**config.mk**
```make
export PLATFORM = sky130hd
export DESIGN_NAME = serial_reg_loader
export DESIGN_NICKNAME = d
export VERILOG_FILES = /design/src/rtl/serial_reg_loader.sv
export SDC_FILE = /design/constraint.sdc
export NUM_CORES = 1
export LEC_CHECK = 0
export BUFFER_PORTS_ARGS = -buffer_cell sky130_fd_sc_hd__buf_2
export CAP_MARGIN = 20
export CORE_AREA = 5 5 83 85
export DETAILED_ROUTE_END_ITERATION = 8
export DIE_AREA = 0 0 88 90
export PLACE_DENSITY = 0.72
export REMOVE_ABC_BUFFERS = 1
export SYNTH_ARGS = -nofsm -noshare
export SYNTH_HDL_FRONTEND = slang
export SYNTH_SLANG_ARGS = --single-unit
```
**constraint.sdc**
```tcl
create_clock -name clk -period 1.9 [get_ports clk]
set_clock_uncertainty 0.15 [all_clocks]
set_input_delay 0.38 -clock clk [delete_from_list [all_inputs] [get_ports clk]]
set_output_delay 0.38 -clock clk [all_outputs]
set_load 0.02 [all_outputs]
```
**src/rtl/serial_reg_loader.sv**
```systemverilog
module serial_reg_loader #(
  parameter int ADDR_W    = 3,
  parameter int DATA_W    = 5,
  parameter int FOC_ADDR  = 0,
  parameter int ZOOM_ADDR = 1
) (
  input  logic                              clk,
  input  logic                              rst_n,
  input  logic                              ser_clk,
  input  logic                              ser_dat,
  input  logic                              ser_stb,
  input  logic                              foc_step,
  input  logic                              zoom_step,
  output logic [(1<<ADDR_W)*DATA_W-1:0]     reg_bank,
  output logic [(1<<ADDR_W)-1:0]            wr_pulse,
  output logic [1:0]                        foc_applied,
  output logic [1:0]                        zoom_applied
);
  localparam int NREG    = 1 << ADDR_W;
  localparam int FRAME_W = ADDR_W + DATA_W;
  localparam int CNT_W   = $clog2(FRAME_W + 2);
  localparam logic [CNT_W-1:0] CNT_FULL = CNT_W'(FRAME_W);
  localparam logic [CNT_W-1:0] CNT_OVER = CNT_W'(FRAME_W + 1);

  logic [2:0] sck_q, stb_q, foc_q, zoom_q;
  logic [1:0] dat_q;
  logic [FRAME_W-1:0] shreg;
  logic [CNT_W-1:0]   bit_cnt;
  logic [DATA_W-1:0]  bank [NREG];

  always_ff @(posedge clk) begin
    if (!rst_n) begin
      sck_q <= '0; stb_q <= '0; foc_q <= '0; zoom_q <= '0; dat_q <= '0;
    end else begin
      sck_q  <= {sck_q[1:0], ser_clk};
      stb_q  <= {stb_q[1:0], ser_stb};
      foc_q  <= {foc_q[1:0], foc_step};
      zoom_q <= {zoom_q[1:0], zoom_step};
      dat_q  <= {dat_q[0], ser_dat};
    end
  end

  wire sck_rise  = sck_q[1] & ~sck_q[2] & ~stb_q[1];
  wire stb_rise  = stb_q[1] & ~stb_q[2];
  wire foc_rise  = foc_q[1] & ~foc_q[2];
  wire zoom_rise = zoom_q[1] & ~zoom_q[2];

  wire [ADDR_W-1:0] wr_addr = shreg[ADDR_W-1:0];
  wire [DATA_W-1:0] wr_data = shreg[FRAME_W-1:ADDR_W];
  wire              commit  = stb_rise && (bit_cnt == CNT_FULL);

  always_ff @(posedge clk) begin
    if (!rst_n) begin
      shreg   <= '0;
      bit_cnt <= '0;
    end else if (stb_rise) begin
      bit_cnt <= '0;
    end else if (sck_rise) begin
      shreg <= {dat_q[1], shreg[FRAME_W-1:1]};
      if (bit_cnt != CNT_OVER) bit_cnt <= bit_cnt + 1'b1;
    end
  end

  always_ff @(posedge clk) begin
    if (!rst_n) begin
      for (int i = 0; i < NREG; i++) bank[i] <= '0;
      wr_pulse <= '0;
    end else begin
      wr_pulse <= '0;
      if (commit) begin
        bank[wr_addr]     <= wr_data;
        wr_pulse[wr_addr] <= 1'b1;
      end
    end
  end

  always_ff @(posedge clk) begin
    if (!rst_n) begin
      foc_applied  <= '0;
      zoom_applied <= '0;
    end else begin
      if (foc_rise)  foc_applied  <= bank[FOC_ADDR][1:0];
      if (zoom_rise) zoom_applied <= bank[ZOOM_ADDR][1:0];
    end
  end

  for (genvar g = 0; g < NREG; g++) begin : g_flat
    assign reg_bank[g*DATA_W +: DATA_W] = bank[g];
  end

  p_onehot_pulse_r2: assert property (@(posedge clk) disable iff (!rst_n)
    $onehot0(wr_pulse));
  p_single_cycle_pulse_r2: assert property (@(posedge clk) disable iff (!rst_n)
    (wr_pulse != '0) |=> (wr_pulse == '0));
  p_full_frame_only_r4: assert property (@(posedge clk) disable iff (!rst_n)
    (wr_pulse != '0) |-> ($past(bit_cnt) == CNT_FULL));
  p_bank_moves_on_write_r5: assert property (@(posedge clk) disable iff (!rst_n)
    !$stable(reg_bank) |-> (wr_pulse != '0));
  p_foc_on_step_r7: assert property (@(posedge clk) disable iff (!rst_n)
    !$stable(foc_applied) |-> $past(foc_rise));
  p_zoom_on_step_r8: assert property (@(posedge clk) disable iff (!rst_n)
    !$stable(zoom_applied) |-> $past(zoom_rise));
  p_no_shift_strobe_high_r3: assert property (@(posedge clk) disable iff (!rst_n)
    $past(stb_q[1]) && !$past(stb_rise) |-> $stable(shreg));
endmodule

```
==> out/results.tsv, run 1 <==
metric	value	unit
crit_chain	inv_2, ha_4, nand4b_1, or4_4, o21ai_2, buf_6	
ir_drop	0.4651	mV
h-tree-depth	3	
boundaryPins	59	
die_h	90	µm
worst_pin_slew	438.3	ps
yosysUniqueCellTypes	25	
slew_viol_final	0	
start_util	46.13	%
fill_cells	514	
synth-edff-count	40	
gr-total-overflow	0	
status	finished with violations	
track_usage	15.15	%
grt_pass1_vias	1892	
grt_max_degree	38	
syn_inst	229	
hold_slack	94.80	ps
end_kind	register	
rr_worst_depth	6	
place_inst	374	
drv_cap	0	
crit_fanout	5	
fmax	522.0	MHz
hold_viol_final	0	
place.port_buffers	58	
via_per_inst	4.886	
drive_gt1_share	35.33	%
power_density	919.8	nW/µm²
antenna_left	0	
synth_compound_area_share	2.123	%
synth_seq_cells	78	
p_switching	0.0006933	W
rows	29	
leakagePower	1.442	nW
yosys.area_share.simple	18.84	%
crit_required	1810	ps
cts_root_buf	clkbuf_8	
muxShareOfSynthArea	5.307	%
final.period_utilization	100.8	%
grt_pass1_wl	9.108	mm
syn2layout_area_growth	27.11	%
cts_tree	done	
critPathSlowestCell	or4_4	
synth_flop_cell	edfxtp_1	
die_w	88	µm
rsz0062_at_grt	true	
synth_top_family_by_area	simple AND/OR/NAND/NOR gates	
routabilityCongestion	0.8154	
nets	322	
holdBufCountCts	0	
wl	5.494	mm
cts-buffers-inserted	9	
setup_viol	5	
n_antenna_cell	0	
cp.arrival	1830	ps
antenna_found_initial	0	
clock_path_buffers	2	
clk_pin_slew	80	ps
crit_path_start_kind	register	
violations	negative setup slack	
max_slew_margin	70.75	%
p_comb_share	5.2	%
synth-xor-area-share	0	%
ys_warn_count	0	
drt-pass1-iter-count	4	
hold_class	input pin to register	
drt_iter0_drc	148	
power.internal	0.002614	W
drc	0	
core_area	6132	µm²
setup_slack	-15.58	ps
seq_area	1964	µm²
finalCriticalPeriod	1916	ps
fin_cells	394	
async_flop_share	0	%
vias	1925	
setup_tns	-66.47	ps
ys_seq_area_share	69.35	%
hold_depth	2	
switching_share	20.96	%
cp_slowest_stage_delay	550	ps
syn_avg_cell_area	12.35	µm²
routedWlPerCell	13.94	µm
dieArea	7920	µm²
dp_hpwl	3.991	mm
synth_fa_ha_area_share	1.327	%
critical_path_class	register to register	
p_seq_share	55.1	%
clk_latency	340	ps
multi_input_area	809.5	µm²
pwr-share-clk	39.8	%
syn_area	2829	µm²
cts_sinks	78	
-- power by group through the flow --
stage	sequential, W	combinational, W	clock, W
after floorplan	0.00190	0.0000470	0
after CTS	0.00182	0.000167	0.00135
after global routing	0.00183	0.000186	0.00143
after detailed placement	0.00186	0.000167	0
after global placement	0.00186	0.000163	0
final	0.00182	0.000171	0.00131
-- through the flow --
step,instance area [µm²],utilization (%),power (W),setup slack [ps]
after CTS,3528,57.54,0.003336,9.188
final,3596,58.64,0.003308,-15.58
after floorplan,2758,-,0.001949,-252.1
after global placement,3314,54.05,0.002022,16.85
after detailed placement,3314,54.05,0.002027,-25.58
after global routing,3596,58.64,0.003442,-96.42
-- cell usage in the layout (no fill, tap or decap), types with 3 or more instances in the layout --
cell type	netlist	layout
mux2i_1	15	15
nand3_1	6	6
nand4_1	3	3
nor2b_1	14	14
clkbuf_8	0	9
nand2_1	11	11
nor2_1	47	47
edfxtp_1	40	40
buf_6	3	3
buf_2	0	58
o21ai_0	8	3
and2_1	15	15
o21ai_2	0	3
buf_4	1	23
dfxtp_1	38	36
-- layer usage --
metal | global-route usage [%] | share of wire, %
met2 | 23.99 | 48
met1 | 18.89 | 43
met5 | 0 | 0
met3 | 5.210 | 7.3
met4 | 5.754 | 1.8
-- logic make-up after synthesis --
group,count (synthesis)
simple gates,106
buf+inv,16
fa+ha+maj,3
mux,15
compound gates,11
flops,78
-- sequential cells by signal, indices dropped and copies added, names as in the netlist --
| signal | flops |
|---|---|
| wr_pulse | 8 |
| bank | 40 |
| stb_q | 3 |
| foc_q | 3 |
| shreg | 8 |
| zoom_applied | 2 |
| zoom_q | 3 |
| foc_applied | 2 |
| dat_q | 2 |
| bit_cnt | 4 |
| sck_q | 3 |
-- Yosys cell counts, drive strengths merged (3+ instances only) --
| library cell | count | share of area (%) |
|---|---|---|
| mux2i | 15 | 5.3 |
| nor2b | 14 | 3.1 |
| o21ai | 8 | 1.4 |
| edfxtp | 40 | 42 |
| ha | 3 | 1.3 |
| nand3 | 6 | 1.1 |
| nor2 | 48 | 6.5 |
| inv | 4 | 0.53 |
| and2 | 15 | 3.3 |
| dfxtp | 38 | 27 |
| nand2 | 11 | 1.5 |
| clkbuf | 8 | 1.1 |
| buf | 4 | 1.5 |
| nand4 | 3 | 0.66 |
-- cell type report --
type | instances | share of cell area (%)
clock buffer | 10 | 3.549
clock inverter | 6 | 2.401
inverter | 4 | 0.4175
multi-input combinational | 135 | 22.51
sequential | 78 | 54.63
tap | 77 | 2.679
timing repair buffer | 84 | 13.81
-- worst paths after layout --
path	endpoint	slack, ps	start
worst max register to register	bank[0][1]	-20	bit_cnt[1]
worst min register to register	sck_q[1]	280	sck_q[0]
worst max-delay path	bank[0][1]	-20	bit_cnt[1]
worst min-delay path	foc_q[0]	90	foc_step
-- critical path: cells and delay by family (launching register included) --
family | cells | cell delay [ps]
compound gates | 1 | 180
fa+ha+maj | 1 | 130
buf+inv | 2 | 210
flops | 1 | 330
simple gates | 2 | 670
-- what timing repair did --
| action | in CTS | in global routing |
|---|---|---|
| resized for setup | 2 | 15 |
| buffers inserted | 0 | 4 |
| cloned | 0 | 0 |
| endpoints found under the setup margin | 10 | 40 |
| pin swaps | 0 | 5 |
Power figures use the tool's default switching activity.
==> run 2, diff against run 1 <==
CORE_AREA = 5 5 91 93   (was 5 5 83 85)
DIE_AREA = 0 0 96 98   (was 0 0 88 90)
PLACE_DENSITY = 0.61   (was 0.72)
==> run 2 against run 1 <==
Net effect:
- the run now ends clean
- critical path depth unchanged
- design area is 0.45% lower
- fmax grew 4.6%
- hold slack lost 4.2 ps
- largest cell class unchanged
- critical path type unchanged
- sequential power is essentially flat
- power is 1.7% lower
- combinational power is 4% lower
- clock power down 3%
- first-iteration DRC count is 40% lower
- global-route usage fell by 2.7 points
==> out/results.tsv, run 2 (synthesis gave the netlist of run 1 again) <==
metric	value	unit
status	complete, no violations	
drt-pass1-iter-count	4	
power.internal	0.002558	W
h-tree-depth	3	
rr_worst_depth	6	
pwr-share-clk	38.9	%
worst_pin_slew	452.7	ps
end_kind	register	
fin_cells	415	
dp_hpwl	3.967	mm
vias	1853	
boundaryPins	59	
antenna_found_initial	0	
die_h	98	µm
cts_sinks	78	
switching_share	21.32	%
cp.arrival	1740	ps
setup_viol	0	
leakagePower	1.419	nW
slew_viol_final	0	
largest_register_ffs	40	
start_util	37.99	%
wl	5.528	mm
p_switching	0.0006932	W
p_comb_share	5.1	%
r2r-start	bit_cnt[1]	
nets	318	
hold_class	input pin to register	
power_density	908.4	nW/µm²
drc	0	
crit_path_start_kind	register	
clock_path_buffers	2	
drt_iter0_drc	89	
hold_depth	2	
routedWlPerCell	13.32	µm
grt_pass1_vias	1790	
place_area	3331	µm²
ir_drop	0.3271	mV
via_per_inst	4.465	
die_w	96	µm
routabilityCongestion	0.7356	
drv_cap	0	
fmax	546.1	MHz
critical_path_class	register to register	
cts_root_buf	clkbuf_8	
finalCriticalPeriod	1831	ps
drive_gt1_share	34.82	%
top_regs	bank x40, shreg x8, wr_pulse x8	
max_slew_margin	69.79	%
final_common_cell	buf_2	
syn2layout_area_growth	26.54	%
cts-buffers-inserted	9	
n_antenna_cell	0	
place.port_buffers	58	
holdBufCountCts	0	
final.period_utilization	96.38	%
hold_start	ser_dat	
rows	32	
setup_tns	0	ps
clk_latency	340	ps
layout_common_cells	58 x buf_2, 45 x nor2_1, 40 x edfxtp_1	
place_inst	397	
core_area	7447	µm²
clk_pin_slew	70	ps
largest_register	bank	
track_usage	12.44	%
crit_required	1810	ps
gr-total-overflow	0	
ff2ff_setup_slack	70	ps
hold_viol_final	0	
rsz0062_at_grt	false	
grt_max_degree	42	
p_seq_share	56.0	%
cts_tree	done	
crit_fanout	5	
dieArea	9408	µm²
fin_area	3580	µm²
min_to	dat_q[0]	
antenna_left	0	
grt_pass1_wl	8.942	mm
timing.rr.end	bank[0][3]	
## run 2: cell types whose count changed in the layout (fill, tap and decap cells not counted), sizes merged
cell,delta
bufinv,-1
clkbuf,+1
buf,-4
## run 2: metrics by stage
stage | setup WS [ps] | hold WS, ps | utilization [%] | total power [W]
final | 68.69 | 90.61 | 48.07 | 0.003252
after global routing | 1.230 | 68.21 | 48.07 | 0.003384
after global placement | 1.309 | 265.0 | 44.72 | 0.002023
after floorplan | -252.1 | 261.8 | - | 0.001949
after CTS | -15.92 | 74.21 | 47.98 | 0.003296
after detailed placement | -11.74 | 270.0 | 44.72 | 0.002025
## run 2: power groups by stage
stage | Sequential (W) | Combinational (W) | Clock [W]
finish | 0.00182 | 0.000165 | 0.00127
global route | 0.00183 | 0.000180 | 0.00138
CTS | 0.00182 | 0.000167 | 0.00131
detailed placement | 0.00186 | 0.000165 | 0
global placement | 0.00186 | 0.000163 | 0
floorplan | 0.00190 | 0.0000470 | 0
## run 2: repair_timing
item / in CTS / in global routing
endpoints found under the hold margin: 0 / 0
pin swaps: 3 / 2
gates resized for setup: 9 / 5
buffers inserted: 2 / 0
endpoints found under the setup margin: 15 / 27
gates cloned: 0 / 0
## run 2: cell type report
class	instances	area (µm²)
Clock buffer	11	152.6
Clock inverter	5	57.56
Fill cell	726	3867
Timing Repair Buffer	80	455.4
Sequential cell	78	1964
Tap cell	102	127.6
Multi-Input combinational cell	135	807.0
Inverter	4	15.01
## run 2: how the worst max path moves through the flow
stage | start | end | slack, ps | cells past startpoint
2_1_floorplan | bit_cnt[0] | bank[6][0] | -250 | 5
3_3_place_gp | bit_cnt[0] | bank[0][0] | 1 | 6
3_5_place_dp | bit_cnt[0] | bank[1][1] | -10 | 6
4_1_cts | bit_cnt[1] | bank[0][3] | -20 | 6
5_1_grt | bit_cnt[1] | bank[0][0] | 1 | 7
6_report | bit_cnt[1] | bank[0][3] | 70 | 6
## run 2: layer usage
layer  vias up  part of all wire [%]  GRT usage (%)
met5         -                     0              0
met4         0                  0.34          3.611
met3         4                   8.0          5.162
met2        59                    46          18.69
met1       859                    46          16.38
li1        931                     -              -
## run 2: worst max-delay path: stages (launching register included)
cell      delay [ps]
dfxtp_2          330
inv_2             70
ha_4             130
nand4b_1         110
or4_4            480
o21ai_1          130
buf_4            150
